**src/rtl/port_ctl_pkg.sv**
```systemverilog
package port_ctl_pkg;
    localparam int OUT_W = 4;
    localparam int IO_W  = 2;

    typedef struct packed {
        logic [OUT_W-1:0] out_low;
        logic             tb_en;
        logic [IO_W-1:0]  io_dir;
        logic [IO_W-1:0]  io_val;
    } cfg_t;
endpackage

```
**src/rtl/pc_timebase.sv**
```systemverilog
module pc_timebase #(
    parameter int XTAL_HZ = 4_500_000,
    parameter int TB_HZ   = 8
) (
    input  logic clk,
    input  logic rst_n,
    input  logic en,
    output logic phase
);
    localparam int HALF = XTAL_HZ / (2 * TB_HZ);
    localparam int CW   = (HALF > 1) ? $clog2(HALF) : 1;

    typedef struct packed {
        logic [CW-1:0] cnt;
        logic          ph;
    } st_t;

    st_t st_d, st_q;

    always_comb begin
        st_d = st_q;
        if (!en) begin
            st_d.cnt = '0;
            st_d.ph  = 1'b0;
        end else if (st_q.cnt == CW'(HALF - 1)) begin
            st_d.cnt = '0;
            st_d.ph  = ~st_q.ph;
        end else begin
            st_d.cnt = st_q.cnt + 1'b1;
        end
    end

    always_ff @(posedge clk or negedge rst_n) begin
        if (!rst_n) st_q <= '0;
        else        st_q <= st_d;
    end

    assign phase = st_q.ph;
endmodule

```
**src/rtl/pc_sync.sv**
```systemverilog
module pc_sync #(
    parameter int W = 2
) (
    input  logic         clk,
    input  logic         rst_n,
    input  logic [W-1:0] d,
    output logic [W-1:0] q
);
    typedef struct packed {
        logic [W-1:0] s1;
        logic [W-1:0] s2;
    } st_t;

    st_t st_d, st_q;

    always_comb begin
        st_d.s1 = d;
        st_d.s2 = st_q.s1;
    end

    always_ff @(posedge clk or negedge rst_n) begin
        if (!rst_n) st_q <= '0;
        else        st_q <= st_d;
    end

    assign q = st_q.s2;
endmodule

```
**src/rtl/port_ctl.sv**
```systemverilog
module port_ctl
    import port_ctl_pkg::*;
#(
    parameter int XTAL_HZ = 4_500_000,
    parameter int TB_HZ   = 8
) (
    input  logic             clk,
    input  logic             rst_n,
    input  logic             cfg_load,
    input  logic [OUT_W-1:0] cfg_out,
    input  logic             cfg_tb_en,
    input  logic [IO_W-1:0]  cfg_io_dir,
    input  logic [IO_W-1:0]  cfg_io_val,
    input  logic [IO_W-1:0]  io_pin_lvl,
    output logic [OUT_W-1:0] out_pull_low,
    output logic [IO_W-1:0]  io_drive_en,
    output logic [IO_W-1:0]  io_pull_low,
    output logic [IO_W-1:0]  rd_io_lvl
);
    typedef struct packed {
        cfg_t            cfg;
        logic [IO_W-1:0] rd;
    } st_t;

    st_t             st_d, st_q;
    cfg_t            cfg_new;
    logic [IO_W-1:0] lvl_s;
    logic            tb_on;
    logic            tb_phase;

    pc_sync #(.W(IO_W)) u_sync (
        .clk   (clk),
        .rst_n (rst_n),
        .d     (io_pin_lvl),
        .q     (lvl_s)
    );

    pc_timebase #(.XTAL_HZ(XTAL_HZ), .TB_HZ(TB_HZ)) u_tb (
        .clk   (clk),
        .rst_n (rst_n),
        .en    (tb_on),
        .phase (tb_phase)
    );

    always_comb begin
        cfg_new.out_low = cfg_out;
        cfg_new.tb_en   = cfg_tb_en;
        cfg_new.io_dir  = cfg_io_dir;
        cfg_new.io_val  = cfg_io_val;
    end

    always_comb begin
        st_d = st_q;
        if (cfg_load) st_d.cfg = cfg_new;
        for (int i = 0; i < IO_W; i++) begin
            st_d.rd[i] = st_q.cfg.io_dir[i] ? 1'b0 : lvl_s[i];
        end
    end

    always_ff @(posedge clk or negedge rst_n) begin
        if (!rst_n) st_q <= '0;
        else        st_q <= st_d;
    end

    assign tb_on     = st_q.cfg.tb_en;
    assign rd_io_lvl = st_q.rd;

    for (genvar k = 0; k < OUT_W; k++) begin : g_out
        if (k == 0) begin : g_tb
            assign out_pull_low[k] = tb_on ? tb_phase : st_q.cfg.out_low[k];
        end else begin : g_plain
            assign out_pull_low[k] = st_q.cfg.out_low[k];
        end
    end

    for (genvar i = 0; i < IO_W; i++) begin : g_io
        assign io_drive_en[i] = st_q.cfg.io_dir[i];
        assign io_pull_low[i] = st_q.cfg.io_dir[i] & st_q.cfg.io_val[i];
    end
endmodule

```
**config.mk**
```make
export PLATFORM = sky130hd
export DESIGN_NAME = port_ctl
export DESIGN_NICKNAME = d
export VERILOG_FILES = /design/src/rtl/port_ctl_pkg.sv /design/src/rtl/pc_timebase.sv /design/src/rtl/pc_sync.sv /design/src/rtl/port_ctl.sv
export SDC_FILE = /design/constraint.sdc
export NUM_CORES = 1
export LEC_CHECK = 0
export ABC_CLOCK_PERIOD_IN_PS = 2200
export BUFFER_PORTS_ARGS = -buffer_cell sky130_fd_sc_hd__buf_2
export CAP_MARGIN = 20
export CELL_PAD_IN_SITES_DETAIL_PLACEMENT = 0
export CELL_PAD_IN_SITES_GLOBAL_PLACEMENT = 1
export CORE_ASPECT_RATIO = 0.6
export CORE_MARGIN = 4
export CORE_UTILIZATION = 43
export CTS_BUF_LIST = sky130_fd_sc_hd__clkbuf_4 sky130_fd_sc_hd__clkbuf_8 sky130_fd_sc_hd__clkbuf_16
export DETAILED_ROUTE_END_ITERATION = 10
export PLACE_DENSITY_LB_ADDON = 0.1
export SYNTH_ARGS = -nofsm -noshare
export SYNTH_HDL_FRONTEND = slang
export SYNTH_SLANG_ARGS = --single-unit
```
**constraint.sdc**
```tcl
create_clock -name clk -period 2.2 [get_ports clk]
set_clock_uncertainty 0.15 [all_clocks]
set_input_delay 0.11 -clock clk [delete_from_list [all_inputs] [get_ports clk]]
set_output_delay 0.11 -clock clk [all_outputs]
set_load 0.02 [all_outputs]
```
Word level (Yosys, flattened, before mapping)
Index checks and enable logic that the tools add are counted.

storage, ports and cells
  logic and storage cells = 21
  bits in registers = 35
  output and inout bits = 10
  bits of input ports = 14

cells by class
  $add $sub $neg = 1
  bitwise operators = 3
  muxes and demuxes = 6
  equality and inequality tests = 2

operator list
  operator                                                                  number
  20-bit two-way mux                                                        1
  19-bit by 1-bit adder with 19-bit output (second input constant)          1
  19-bit == test (second input constant)                                    1
  19-bit two-way mux                                                        1
  1-bit two-way mux                                                         4
  1-bit AND                                                                 2
  2-bit by 1-bit inequality test with 1-bit output (second input constant)  1
  1-bit NOT                                                                 1

Longest topological paths before layout
  depth after elaboration = 3
  gate-level depth with buffers = 7
  gate-level depth less buffers = 6

Modules after synthesis
From an unflattened synthesis, not the netlist that was laid out.

unflattened totals
  cell total of the unflattened synthesis = 144
  area total of the unflattened synthesis = 1,649.1 um2

modules (own cells, without submodules)
  module       instances  seq. area each (um2)  area each (um2)  cells an instance
  pc_timebase  1          500.5                 1,038.5          107
  port_ctl     1          275.3                 510.5            33
  pc_sync      1          100.1                 100.1            4

Worst setup path before layout
OpenSTA, ideal clock, no wires.

  kind = register to register
  start = register u_tb.st_q[1] (netlist bit)
  end = register u_tb.st_q[19] (netlist bit)
  cell stages (with the launch flop) = 6
  clock period less this slack = 1.877 ns
  required time = 1.970 ns
  data arrival time = 1.647 ns
  setup time = 0.080 ns
  buffers on the path = 0
  setup slack = 0.323 ns
  cells stage by stage = dfrtp_1 ha_1 nand4_1 nor3_1 or3b_1 a21oi_1

RTL lines
  item                      RTL line           source
  start: declaration        pc_timebase.sv:18  st_t st_d, st_q;
  start signal: assignment  pc_timebase.sv:35  else st_q <= st_d;

==> results.md <==
- The run finished with clean final reports.
- The power density over the cells is 669.8 nW/µm².
- The portion of total power attributed to combinational logic is 11.2%.
- The total number of vias is 1094.
- Once the clock tree was built, the resizer swapped 0 gates to a different size.
- The startpoint class of the critical path is a flip-flop.
- During I/O placement, the number of pins put on the boundary was 24.
- The share of the clock period used by the worst path is 88.12%.
- For this run, the number of Yosys warnings is 0.
- The final layout net count is roughly 200.
- The number of antenna violations at the first check in global routing is 0.
- The relative slew slack is 50.23%.
- For this run, the leading register cell type out of synthesis is sky130_fd_sc_hd__dfrtp_1.
- The mean post-synth cell area is 11.02 µm².
- After detailed routing, the number of remaining DRC violations is 0.
- The transition time at the pin with the least slew margin is 0.7466 ns.
- The maximum fanout count along the critical path is 7.
- At the worst endpoint, the required time is roughly 2.3 ns.
- The mapped cell area is 1598 µm².
- Internal power comes to 0.0009880 W.
- The combined global-route utilization of all metal layers is a little over an eighth.
- The die outline height is 55.22 µm.
- Counting flops with a built-in enable in the synthesized netlist gives 0.
- The post-detailed-placement cell area is 1738 µm².
- Summed over all layers, the global routing overflow is 0.
- The maximum level of the CTS H-tree is 2.
- Entering global routing, the biggest net connects 36 pins.
- In this run the number of cells on the critical path is 4.
- The fraction of power consumed by sequential logic is about 54%.
- Setup repair after global routing left no endpoint under its margin.
- The worst supply voltage drop on vdd is 0.0003481 V.
- The startpoint identified for the worst register-to-register timing path is u_tb.st_q[3].
- Summing all flip-flop and latch instances after layout gives between 800 and 900 µm².
- Port buffering added 23 buffers.
- The worst-case register-to-register setup slack is around 0.26 ns.
- Net switching is 24.24% of the power.
- The floorplan step defined a die boundary enclosing 4787 µm².
- The synthesized design contains 35 register bits.
- Timing would allow up to about 520 MHz.
- In the final layout, the share of cells above drive strength 1 is roughly 26%.
- The synthesized netlist contains 33 unique library cells.
- The wire-length estimate of the detail-placed layout is 2.160 mm.
- Synthesis produced 145 cells.
- The detailed-router iteration count before antenna repair is 4.
- Ranked by instance count, the synthesized netlist is headed by sky130_fd_sc_hd__dfrtp_1 (35), sky130_fd_sc_hd__nor2_1 (20), sky130_fd_sc_hd__xnor2_1 (11).
- The initial core utilization is 46.95%.
- The total count of hold-check failures in the final report came to 0.
- The share of synthesized registers carrying an async set or reset is 100.0%.
- The data arrival time at the worst-slack endpoint is 1.99 ns.
- The clock-pin slew on the worst setup and hold paths is roughly 0.070 ns.
- The width of the die is ~87 µm.
- The region available for standard cell placement spans 3403 µm².
- CTS placed an instance of sky130_fd_sc_hd__clkbuf_8 at the clock tree root.
- The routed design could run at a clock period as short as 1.939 ns.
- The dominant cell type by area after synthesis is sky130_fd_sc_hd__dfrtp_1.
- Setup violations remaining at the end of the flow were counted as 0.
- The summed area of non-filler cells in the final layout is 1947 µm².
- The number of nets produced by synthesis is 161.
- The depth of the worst register-to-register path is 4.
- The deepest clock path buffer count is 2.
- The area growth from synthesis to layout is 21.85%.
- For this design the static power due to leakage is 0.8412 nW.
- After clock tree synthesis, the flow added hold-fix buffers numbering 12.
- The number of global-route vias before repair is approximately 1100.
- The cell with the largest stage delay on the worst path is sky130_fd_sc_hd__or4_4.
- The critical path goes through nand3_2, or4_4, or3_1, a21oi_1.
- The wire length after detailed routing is roughly 3 mm.
- The repair_antennas step left the layout with diodes totalling 0.
- For this design the total switching power over the nets is 0.0003161 W.
- The insertion delay to the later sink of the worst-skew pair is 0.28 ns.
- The endpoint type of the worst setup path is a flip-flop.
- For this run, the slowest stage of the critical path takes between 0.5 and 0.6 ns.
- The first global-routing pass estimated 5.106 mm of wire.
- Summing all multi-input logic gate instances after layout gives 634.4 µm².
- The most critical setup path has its startpoint at u_tb.st_q[3].
- On the critical path the largest part of the delay comes from simple AND/OR/NAND/NOR gates.
- The number of setup buffers added after CTS is 0.
- The total number of clock tree sinks is 35.
- The number of fill cells is 300.
- The max-slew violation count is 0.
- The portion of synthesized cell area occupied by the leading cell type is 54.82%.
- The final sum of negative setup slack is 0 ns.
- The path class of the lowest-slack min-delay path is primary input to flip-flop.
- The placement row count is 16.
- Sorting the synthesized cells by area gives the leading types as sky130_fd_sc_hd__dfrtp_1 (55%), sky130_fd_sc_hd__xnor2_1 (6.0%), sky130_fd_sc_hd__mux2_2 (5.6%), sky130_fd_sc_hd__nor2_1 (4.7%), sky130_fd_sc_hd__buf_4 (3.3%).
- For this block, the initial DRC count from the detailed router was between 60 and 70.
- In this run, CTS created clock tree buffers numbering 5.
- The final weighted congestion in routability-driven placement is 0.8291.
- The number of maximum-capacitance violations is 0.
- The worst setup path is of the flip-flop to flip-flop kind.
- The per-cell routed wire length is 13.00 µm.
- TritonCTS built the clock tree.
- The clock network accounts for a little over a third of the total power.
- The critical path ends at u_tb.st_q[16].
- The via-per-instance ratio is 4.798.
- sky130_fd_sc_hd__dfrtp_1 is the most common cell in the netlist.
- The number of nets with antenna violations after detailed routing is 0.
- The critical path buffer and inverter count is 0.
- The worst register-to-register path ends at u_tb.st_q[16].
- Sequential elements use 54.82% of the synthesized area.
[power groups by stage]
stage	clock network, W	logic (W)	registers (W)
3_3_place_gp	0	0.000130	0.000711
6_report	0.000456	0.000146	0.000702
3_5_place_dp	0	0.000132	0.000714
2_1_floorplan	0	0.0000920	0.000707
5_1_grt	0.000509	0.000160	0.000706
4_1_cts	0.000474	0.000148	0.000702
[worst register-to-register path, stage by stage (launching register included)]
cell and delay (ns):
sky130_fd_sc_hd__dfrtp_1 0.46, sky130_fd_sc_hd__nand3_2 0.17, sky130_fd_sc_hd__or4_4 0.57, sky130_fd_sc_hd__or3_1 0.36, sky130_fd_sc_hd__a21oi_1 0.15
[state kept, by name (all words and copies together) (netlist names)]
name          count
u_tb.st_q        19
io_drive_en       2
rd_io_lvl         2
out_pull_low      3
u_sync.st_d       2
tb_on             1
u_tb.phase        1
st_q              3
u_sync.q          2
[final cells by class]
class / instances / share of cell area, %
sequential: 35 / 44.99
multi-input combinational: 94 / 32.58
timing repair buffer: 39 / 13.62
clock buffer: 7 / 4.306
tap: 45 / 2.892
inverter: 7 / 1.350
clock inverter: 1 / 0.2571
[worst min path at each step]
stage / from / endpoint / slack, ns / cells after the start
2_1_floorplan: rst_n / io_drive_en[0] / -0.34 / 0
3_3_place_gp: rst_n / u_tb.st_q[1] / 0.07 / 1
3_5_place_dp: io_pin_lvl[1] / u_sync.st_d[1] / 0.07 / 1
4_1_cts: cfg_load / st_q[7] / 0.08 / 3
5_1_grt: cfg_load / st_q[7] / 0.06 / 3
6_report: cfg_load / st_q[7] / 0.08 / 3
[metrics by stage]
step | setup slack, ns | instances | hold WS [ns] | power, W | utilization (%)
after global routing | 0.1628 | 228 | 0.06420 | 0.001376 | 57.21
after floorplan | 0.3230 | 145 | -0.3356 | 0.0007988 | -
after CTS | 0.2697 | 228 | 0.07578 | 0.001324 | 57.21
final | 0.2613 | 228 | 0.07531 | 0.001304 | 57.21
after detailed placement | 0.2709 | 208 | 0.07055 | 0.0008455 | 51.07
after global placement | 0.3478 | 208 | 0.06745 | 0.0008413 | 51.07
[cell usage in the layout (no fill, tap or decap)]
| cell | count |
|---|---|
| sky130_fd_sc_hd__dfrtp_1 | 35 |
| sky130_fd_sc_hd__buf_2 | 23 |
| sky130_fd_sc_hd__nor2_1 | 20 |
| sky130_fd_sc_hd__dlygate4sd3_1 | 12 |
| sky130_fd_sc_hd__xnor2_1 | 11 |
| sky130_fd_sc_hd__nand3_1 | 8 |
| sky130_fd_sc_hd__mux2_2 | 8 |
| sky130_fd_sc_hd__inv_1 | 7 |
| sky130_fd_sc_hd__nand2_1 | 6 |
| sky130_fd_sc_hd__nor4_1 | 6 |
| sky130_fd_sc_hd__clkbuf_8 | 5 |
| sky130_fd_sc_hd__a21oi_1 | 4 |
| sky130_fd_sc_hd__o21ai_0 | 4 |
| sky130_fd_sc_hd__buf_4 | 4 |
| sky130_fd_sc_hd__nor3_1 | 3 |
| sky130_fd_sc_hd__nand4_1 | 2 |
| sky130_fd_sc_hd__xor2_1 | 2 |
| sky130_fd_sc_hd__nor2b_1 | 2 |
| sky130_fd_sc_hd__and2_1 | 2 |
| sky130_fd_sc_hd__ha_1 | 2 |
| sky130_fd_sc_hd__clkbuf_4 | 2 |
| sky130_fd_sc_hd__nand3_2 | 1 |
| sky130_fd_sc_hd__nand4_4 | 1 |
| sky130_fd_sc_hd__or4_4 | 1 |
| sky130_fd_sc_hd__and4_1 | 1 |
| sky130_fd_sc_hd__a2111oi_1 | 1 |
| sky130_fd_sc_hd__a21bo_2 | 1 |
| sky130_fd_sc_hd__nand3b_1 | 1 |
| sky130_fd_sc_hd__nor4bb_1 | 1 |
| sky130_fd_sc_hd__and4b_1 | 1 |
| sky130_fd_sc_hd__o21ai_1 | 1 |
| sky130_fd_sc_hd__or3_1 | 1 |
| sky130_fd_sc_hd__o41ai_1 | 1 |
| sky130_fd_sc_hd__or3b_1 | 1 |
| sky130_fd_sc_hd__or4b_1 | 1 |
| sky130_fd_sc_hd__clkinv_2 | 1 |
[logic make-up (layout without fill, tap and decap cells)]
kind of cell / after synthesis / in the layout / synth area share (%)
and+or+nand+nor: 59 / 59 / 20.75
DFF: 35 / 35 / 54.82
buffers and inverters: 16 / 54 / 5.481
xor gates and xnor gates: 13 / 13 / 7.126
AOI/OAI and AO/OA: 12 / 12 / 4.620
muxes: 8 / 8 / 5.638
adders and majority gates: 2 / 2 / 1.566
[per-layer routing]
metal	vias to the layer above	global-route usage (%)	wire length (µm)
met1	493	21.87	1625
li1	571	-	-
met4	0	2.667	14
met3	3	4.903	194
met5	-	0	0
met2	27	17.10	1129
(Power assumes the default switching activity.)
